**src/rtl/lirq_pkg.sv**
```systemverilog
// Package: shared bit positions and widths for the line-interface interrupt
// status register. Assumes the six-bit layout below is decoded by software.
package lirq_pkg;
    localparam int NUM_SRC  = 6;
    localparam int BIT_EOC  = 0;
    localparam int BIT_ACT  = 1;
    localparam int BIT_BERR = 2;
    localparam int BIT_OTH  = 3;
    localparam int BIT_RXSF = 4;
    localparam int BIT_TXSF = 5;
endpackage

```
**src/rtl/lirq_chg_det.sv**
```systemverilog
// Change detector: flags a cycle in which any bit of a status group differs
// from its registered copy taken in the previous cycle. Assumes the inputs are
// synchronous to clk. The first cycle after reset only primes the reference.
module lirq_chg_det #(
    parameter int W = 4
) (
    input  logic         clk,
    input  logic         rst_n,
    input  logic [W-1:0] sig,
    output logic         chg
);
    logic [W-1:0] prev_q;
    logic         primed_q;

    // Purpose: keep last cycle's value and note that a reference exists.
    always_ff @(posedge clk) begin
        if (!rst_n) begin
            prev_q   <= '0;
            primed_q <= 1'b0;
        end else begin
            prev_q   <= sig;
            primed_q <= 1'b1;
        end
    end

    // Purpose: raise chg on any difference once primed.
    always_comb chg = primed_q && (sig != prev_q);

    // no change is reported in the cycle right after reset.
    a_r11_no_flag_unprimed: assert property (@(posedge clk) disable iff (!rst_n)
        !$past(rst_n) |-> !chg);
endmodule

```
**src/rtl/lirq_sticky.sv**
```systemverilog
// Sticky bit bank: each bit sets on its capture pulse and clears on a
// register read. Set takes priority over clear so no event is lost.
module lirq_sticky #(
    parameter int N = 6
) (
    input  logic         clk,
    input  logic         rst_n,
    input  logic [N-1:0] set,
    input  logic         rd_clr,
    output logic [N-1:0] q
);
    for (genvar i = 0; i < N; i++) begin : g_bit
        // Purpose: hold one event until read; a new capture wins over clear.
        always_ff @(posedge clk) begin
            if (!rst_n)         q[i] <= 1'b0;
            else if (set[i])    q[i] <= 1'b1;
            else if (rd_clr)    q[i] <= 1'b0;
        end

        // a capture always leaves the bit set.
        a_r4_set_wins: assert property (@(posedge clk) disable iff (!rst_n)
            set[i] |=> q[i]);
        // a read without a capture clears the bit.
        a_r3_clear_on_read: assert property (@(posedge clk) disable iff (!rst_n)
            (rd_clr && !set[i]) |=> !q[i]);
        // with no capture and no read the bit holds.
        a_r3_hold: assert property (@(posedge clk) disable iff (!rst_n)
            (!rd_clr && !set[i]) |=> $stable(q[i]));
    end
endmodule

```
**src/rtl/lirq_rd_port.sv**
```systemverilog
// Read port: decodes the register address, returns the sticky bits
// zero-extended to the bus width and produces the clear-on-read pulse.
// Assumes a read is a single-cycle strobe.
module lirq_rd_port #(
    parameter int              AW       = 8,
    parameter int              DW       = 8,
    parameter int              N        = 6,
    parameter logic [AW-1:0]   REG_ADDR = 8'h13
) (
    input  logic          clk,
    input  logic          rst_n,
    input  logic          bus_rd,
    input  logic [AW-1:0] bus_addr,
    input  logic [N-1:0]  bits,
    output logic          hit,
    output logic [DW-1:0] rdata
);
    localparam int PAD = DW - N;

    // Purpose: address decode of the read strobe.
    always_comb hit = bus_rd && (bus_addr == REG_ADDR);

    // Purpose: drive read data only for a matching read.
    always_comb rdata = hit ? {{PAD{1'b0}}, bits} : '0;

    // unused upper bits never read as 1.
    a_r2_upper_zero: assert property (@(posedge clk) disable iff (!rst_n)
        rdata[DW-1:N] == '0);
    // reads elsewhere return zero.
    a_r3_other_addr_zero: assert property (@(posedge clk) disable iff (!rst_n)
        (bus_addr != REG_ADDR) |-> (rdata == '0));
endmodule

```
**src/rtl/lirq_status_top.sv**
```systemverilog
// Line-interface interrupt status register: six capture rules feed sticky
// bits that a processor reads and clears; irq is the OR of the bits.
// Assumes all event inputs are synchronous to clk.
module lirq_status_top
    import lirq_pkg::*;
#(
    parameter int            EOC_W    = 8,
    parameter int            RSV_W    = 4,
    parameter int            AW       = 8,
    parameter int            DW       = 8,
    parameter logic [AW-1:0] REG_ADDR = 8'h13
) (
    input  logic             clk,
    input  logic             rst_n,
    input  logic [EOC_W-1:0] eoc_state,
    input  logic             act_rx,
    input  logic             act_tx,
    input  logic             ne_be_n,
    input  logic             fe_be_n,
    input  logic             oof,
    input  logic             uoa,
    input  logic             aib,
    input  logic [RSV_W-1:0] rsv_stat,
    input  logic             rx_sf_strobe,
    input  logic             tx_sf_strobe,
    input  logic             bus_rd,
    input  logic [AW-1:0]    bus_addr,
    output logic [DW-1:0]    bus_rdata,
    output logic             irq
);
    localparam int OTH_W = 3 + RSV_W;

    logic [NUM_SRC-1:0] set_vec;
    logic [NUM_SRC-1:0] bits;
    logic               chg_eoc, chg_act, chg_oth, rd_hit;

    lirq_chg_det #(.W(EOC_W)) u_eoc_det (
        .clk(clk), .rst_n(rst_n), .sig(eoc_state), .chg(chg_eoc));

    lirq_chg_det #(.W(2)) u_act_det (
        .clk(clk), .rst_n(rst_n), .sig({act_tx, act_rx}), .chg(chg_act));

    lirq_chg_det #(.W(OTH_W)) u_oth_det (
        .clk(clk), .rst_n(rst_n), .sig({oof, uoa, aib, rsv_stat}), .chg(chg_oth));

    // Purpose: assemble per-bit capture conditions in register layout.
    always_comb begin
        set_vec           = '0;
        set_vec[BIT_EOC]  = chg_eoc;
        set_vec[BIT_ACT]  = chg_act;
        set_vec[BIT_BERR] = !ne_be_n || !fe_be_n;
        set_vec[BIT_OTH]  = chg_oth;
        set_vec[BIT_RXSF] = rx_sf_strobe;
        set_vec[BIT_TXSF] = tx_sf_strobe;
    end

    lirq_sticky #(.N(NUM_SRC)) u_sticky (
        .clk(clk), .rst_n(rst_n), .set(set_vec), .rd_clr(rd_hit), .q(bits));

    lirq_rd_port #(.AW(AW), .DW(DW), .N(NUM_SRC), .REG_ADDR(REG_ADDR)) u_rd (
        .clk(clk), .rst_n(rst_n), .bus_rd(bus_rd), .bus_addr(bus_addr),
        .bits(bits), .hit(rd_hit), .rdata(bus_rdata));

    // Purpose: combined interrupt request.
    always_comb irq = |bits;

    // a message-state change after priming sets bit 0.
    a_r5_eoc_sets: assert property (@(posedge clk) disable iff (!rst_n)
        ($past(rst_n) && eoc_state != $past(eoc_state)) |=> bits[BIT_EOC]);
    // an activation status change after priming sets bit 1.
    a_r6_act_sets: assert property (@(posedge clk) disable iff (!rst_n)
        ($past(rst_n) && {act_tx, act_rx} != $past({act_tx, act_rx})) |=> bits[BIT_ACT]);
    // a low block-error flag sets bit 2.
    a_r7_berr_sets: assert property (@(posedge clk) disable iff (!rst_n)
        (!ne_be_n || !fe_be_n) |=> bits[BIT_BERR]);
    // superframe strobes set bits 4 and 5.
    a_r9_rxsf_sets: assert property (@(posedge clk) disable iff (!rst_n)
        rx_sf_strobe |=> bits[BIT_RXSF]);
    a_r9_txsf_sets: assert property (@(posedge clk) disable iff (!rst_n)
        tx_sf_strobe |=> bits[BIT_TXSF]);
    // irq can only rise after some capture condition.
    a_r10_irq_cause: assert property (@(posedge clk) disable iff (!rst_n)
        $rose(irq) |-> $past(set_vec != '0));
endmodule

```
**config.mk**
```make
export PLATFORM = sky130hd
export DESIGN_NAME = lirq_status_top
export DESIGN_NICKNAME = d
export VERILOG_FILES = /design/src/rtl/lirq_pkg.sv /design/src/rtl/lirq_chg_det.sv /design/src/rtl/lirq_sticky.sv /design/src/rtl/lirq_rd_port.sv /design/src/rtl/lirq_status_top.sv
export SDC_FILE = /design/constraint.sdc
export NUM_CORES = 1
export LEC_CHECK = 0
export BUFFER_PORTS_ARGS = -buffer_cell sky130_fd_sc_hd__buf_2
export CAP_MARGIN = 20
export CORE_MARGIN = 2
export CORE_UTILIZATION = 30
export CTS_CLUSTER_SIZE = 12
export DETAILED_ROUTE_END_ITERATION = 16
export GPL_ROUTABILITY_DRIVEN = 0
export PLACE_DENSITY_LB_ADDON = 0.05
export SLEW_MARGIN = 0
export SYNTH_ARGS = -nofsm -noshare
export SYNTH_HDL_FRONTEND = slang
export SYNTH_SLANG_ARGS = --single-unit
```
**constraint.sdc**
```tcl
create_clock -name clk -period 2.9 [get_ports clk]
set_clock_uncertainty 0.15 [all_clocks]
set_input_delay 0.145 -clock clk [delete_from_list [all_inputs] [get_ports clk]]
set_output_delay 0.145 -clock clk [all_outputs]
set_load 0.01 [all_outputs]
```
Yosys cells after proc, flatten, opt, wreduce, memory -nomap -nowiden
Cells that the tools add are included.
- register bits: 24
- bits of input ports: 32
- output and inout port bits: 9
- reductions and logical operators: 14
- equality and inequality tests: 4
- multiplexer cells: 9
- operators with widths (cell ; count):
    2-bit nonzero test ; 6
    8-bit by 5-bit equality test with 1-bit output (second input constant) ; 1
    1-bit 2-to-1 mux ; 8
    8-bit != test ; 1
    7-bit != test ; 1
    6-bit 2-to-1 mux ; 1
    6-bit OR reduction ; 1
    1-bit logical AND ; 4
    1-bit logical NOT ; 2
    2-bit != test ; 1
    1-bit logical OR ; 1

Depth between registers and ports, before layout
- word-level depth: 4
- depth in mapped cells: 4

Cells and area by module
Synthesis repeated with hierarchy kept, for this count alone.
- cell total of the unflattened synthesis: 103
- area total of the unflattened synthesis: 1059.8 um^2
- modules (own cells, without submodules) (module ; times used ; area an instance (um^2) ; cells each):
    lirq_chg_det (u_eoc_det) ; 1 ; 321.6 ; 28
    lirq_chg_det (u_oth_det) ; 1 ; 282.8 ; 24
    lirq_sticky ; 1 ; 202.7 ; 18
    lirq_rd_port ; 1 ; 136.4 ; 21
    lirq_chg_det (u_act_det) ; 1 ; 98.8 ; 8
    lirq_status_top ; 1 ; 17.5 ; 4

Worst setup path after synthesis
Ideal clock, no wire load.
- path kind: flip-flop to flip-flop
- from: register u_oth_det.prev_q[6]
- to: register u_sticky.q[3]
- buffers on the path: 0
- cell stages (with the launch flop): 4
- data arrival time: 0.849 ns
- slack: 1.775 ns
- cells stage by stage: dfxtp_1 > xor2_1 > o41ai_1 > a21oi_1
- word-level cells in the longest chain between the ends: 3
- RTL lines (item ; RTL line ; text):
    start: declaration ; lirq_chg_det.sv:12 ; logic [W-1:0] prev_q;
    start signal: assignment ; lirq_chg_det.sv:21 ; prev_q <= sig;
    7-bit != test (*) ; lirq_chg_det.sv:27 ; always_comb chg = primed_q && (sig != prev_q);
    1-bit logical AND (*) ; lirq_chg_det.sv:27 ;
    1-bit 2-to-1 mux / 2-bit nonzero test (equally long branches) ; -- ;
    end signal: indexed assignment ; lirq_sticky.sv:15 ; if (!rst_n) q[i] <= 1'b0;
    end signal: indexed assignment ; lirq_sticky.sv:16 ; else if (set[i]) q[i] <= 1'b1;
    end signal: indexed assignment ; lirq_sticky.sv:17 ; else if (rd_clr) q[i] <= 1'b0;
    end: declaration ; lirq_sticky.sv:10 ; output logic [N-1:0] q
Every way passes the cells marked *; elsewhere a longest branch is shown, timed or not.
A chain may end at the register's enable or synchronous reset.

Worst setup path after layout
- from: input port rst_n
- to: register u_sticky.q[2]
- RTL lines (item ; RTL line ; text):
    start: declaration ; lirq_status_top.sv:14 ; input logic rst_n,
No word-level cell between the ends.

==> impl_metrics.ini <==
[min_path]
min_from = bus_rd
hold_depth = 4
hold_class = primary input to register

[detailed_routing]
wl_um = 1842
drc = 0
dr.pass1.iters = 3
vias = 801
wl_per_cell_um = 9.210
ant_nets = 0
viasPerCell = 4.005
drt_iter0_drc = 13

[global_route]
grt.overflow.total = 0
grt_pass1_vias = 751
grt_pass1_wl_um = 2960
grt_max_degree = 20
grtUsageTotal_pct = 10.92
antenna_found_initial = 0

[final_layout]
antenna_cells = 0
fin_area_um2 = 1424
fillCellCount = 292
regArea_um2 = 480.5
fin_nets = 190
area_growth_pct = 49.74
multi_input_area_um2 = 451.7
drive_above_1_share_pct = 28.85

[job]
maxCapViolations = 0

[clock_network]
clk_path_buf_depth = 2
clkLatencyLatePin_ns = 0.30
post_cts_resize_count = 0
numCtsBuffers = 3
cts_tree = done
cts-root-buf = clkbuf_4
htree_levels = 1
clk_pin_slew_worst_paths_ns = 0.12
hold_buffers = 22
cts_setup_buffers = 0
clock-sinks = 24

[yosys]
ys_warn_count = 0
ys_seq_elements = 24
synth_area_um2 = 950.9
synth_cells = 95
ys_types = 20
yosysSeqAreaShare_pct = 50.53
synth.avg_cell_area_um2 = 10.01

[sta]
timing.final.ws_setup_ns = 1.192
post-route-period-util_pct = 58.90
setup_viol = 0
hold_slack_ns = 0.1078
rsz0062_at_grt = false
hold_violations = 0
final_max_slew_viol_count = 0
fin_crit_ns = 1.708
fmax_mhz = 585.4
tns_ns = 0

[pwr]
p_per_area_nw_per_um2 = 416.2
power_leakage_nw = 0.6469
max-vdd-ir-drop_mv = 0.1921

[die]
die_h_um = 60.30
die_x_um = 60.30
ios = 41
rows = 20
coreArea_um2 = 3028
dieArea_um2 = 3636
initial_core_util_pct = 31.40

[setup_path]
crit_fanout = 19
cp-start-kind = primary input
r2r_start = u_sticky.q[2]
crit_start = rst_n
rr_worst_depth = 3
worstSetupPathType = primary input to register
cp.required_ns = 3.00
cp-end-kind = register
crit_arrival_ns = 1.81

[placement]
hpwlAfterDp_um = 1298
port_buffers = 38
dp_slack_ns = 1.602
placed_area_um2 = 1181

[outcome]
status = complete, no violations
-- per-layer routing --
| layer | part of all wire, % | GRT usage (%) | vias to the layer above |
|---|---|---|---|
| li1 | - | - | 428 |
| met1 | 48 | 13.53 | 342 |
| met3 | 7.7 | 2.597 | 2 |
| met2 | 44 | 18.01 | 29 |
| met5 | 0 | 0 | - |
| met4 | 0.71 | 4.762 | 0 |
-- cells in the mapped netlist (all sizes together) --
master	number	area share [%]
conb	1	0.39
xor2	5	4.6
clkbuf	1	0.39
xnor2	12	11
buf	2	1.6
inv	1	0.39
nor2	5	2.5
nand4	4	3.3
a31oi	1	0.66
o41ai	1	0.92
o21ai	2	1.1
and2	23	15
and4	1	1.2
dfxtp	24	51
nor4	1	0.66
nand2	5	2.0
and4b	1	1.1
a21oi	5	2.6
-- sequential cells by signal (all words and copies together), names as in the netlist --
name / count
u_oth_det.prev_q: 7
u_oth_det.primed_q: 1
u_act_det.prev_q: 2
u_sticky.q: 6
u_eoc_det.prev_q: 8
-- cell usage in the layout, fill, tap and decap left out --
| cell type | Yosys | routed |
|---|---|---|
| a21oi_1 | 5 | 5 |
| a31oi_1 | 1 | 1 |
| and2_1 | 23 | 23 |
| and4_4 | 1 | 1 |
| and4b_1 | 1 | 1 |
| buf_2 | 0 | 38 |
| clkbuf_4 | 0 | 3 |
| conb_1 | 1 | 2 |
| dfxtp_1 | 24 | 24 |
| dlygate4sd3_1 | 0 | 22 |
| inv_1 | 1 | 1 |
| nand2_1 | 5 | 5 |
| nand4_1 | 3 | 3 |
| nand4_2 | 1 | 1 |
| nor2_1 | 3 | 3 |
| nor2_2 | 2 | 2 |
| nor4_1 | 1 | 1 |
| o21ai_0 | 2 | 2 |
| o41ai_1 | 1 | 1 |
| xnor2_1 | 12 | 12 |
| xor2_1 | 5 | 5 |
-- cell type report --
class / count / area share [%]
sequential: 24 / 33.74
clock buffer: 3 / 1.582
tap: 44 / 3.866
timing repair buffer: 60 / 28.82
multi-input combinational: 68 / 31.72
inverter: 1 / 0.2636
-- where the power goes --
part	internal, W	total (W)	leakage (nW)	switching [W]
clock network	0.0000484	0.000138	0.0138	0.0000899
registers	0.000349	0.000359	0.200	0.00000980
logic	0.0000606	0.0000952	0.433	0.0000346
total	0.000458	0.000593	0.647	0.000134
-- per-stage QoR --
| stage | util (%) | instances | total power (W) |
|---|---|---|---|
| 2_1_floorplan | - | 96 | 0.0004073 |
| 4_1_cts | 47.02 | 200 | 0.0006025 |
| 3_5_place_dp | 39.01 | 175 | 0.0004405 |
| 3_3_place_gp | 39.01 | 175 | 0.0004383 |
| 6_report | 47.02 | 200 | 0.0005927 |
| 5_1_grt | 47.02 | 200 | 0.0006308 |
-- kinds of logic after synthesis --
group,count (synthesis),share of synthesized area [%]
XOR/XNOR,17,15.66
flip-flops,24,50.53
AND/OR/NAND/NOR,40,25.79
other,1,0.3944
buffers and inverters,4,2.367
AO/OA/AOI/OAI,9,5.263
-- critical path, stage by stage --
cell and delay, ns:
dlygate4sd3_1 0.52, buf_2 0.26, inv_1 0.16, a31oi_1 0.16
dlygate4sd3_1 0.56
-- worst paths after layout --
check                           slack [ns]             to
worst max-delay path                  1.19  u_sticky.q[2]
worst min-delay path                  0.11  u_sticky.q[5]
worst max register to register        1.57  u_sticky.q[2]
worst min register to register        0.33  u_sticky.q[0]
Power figures use the tool's default switching activity.
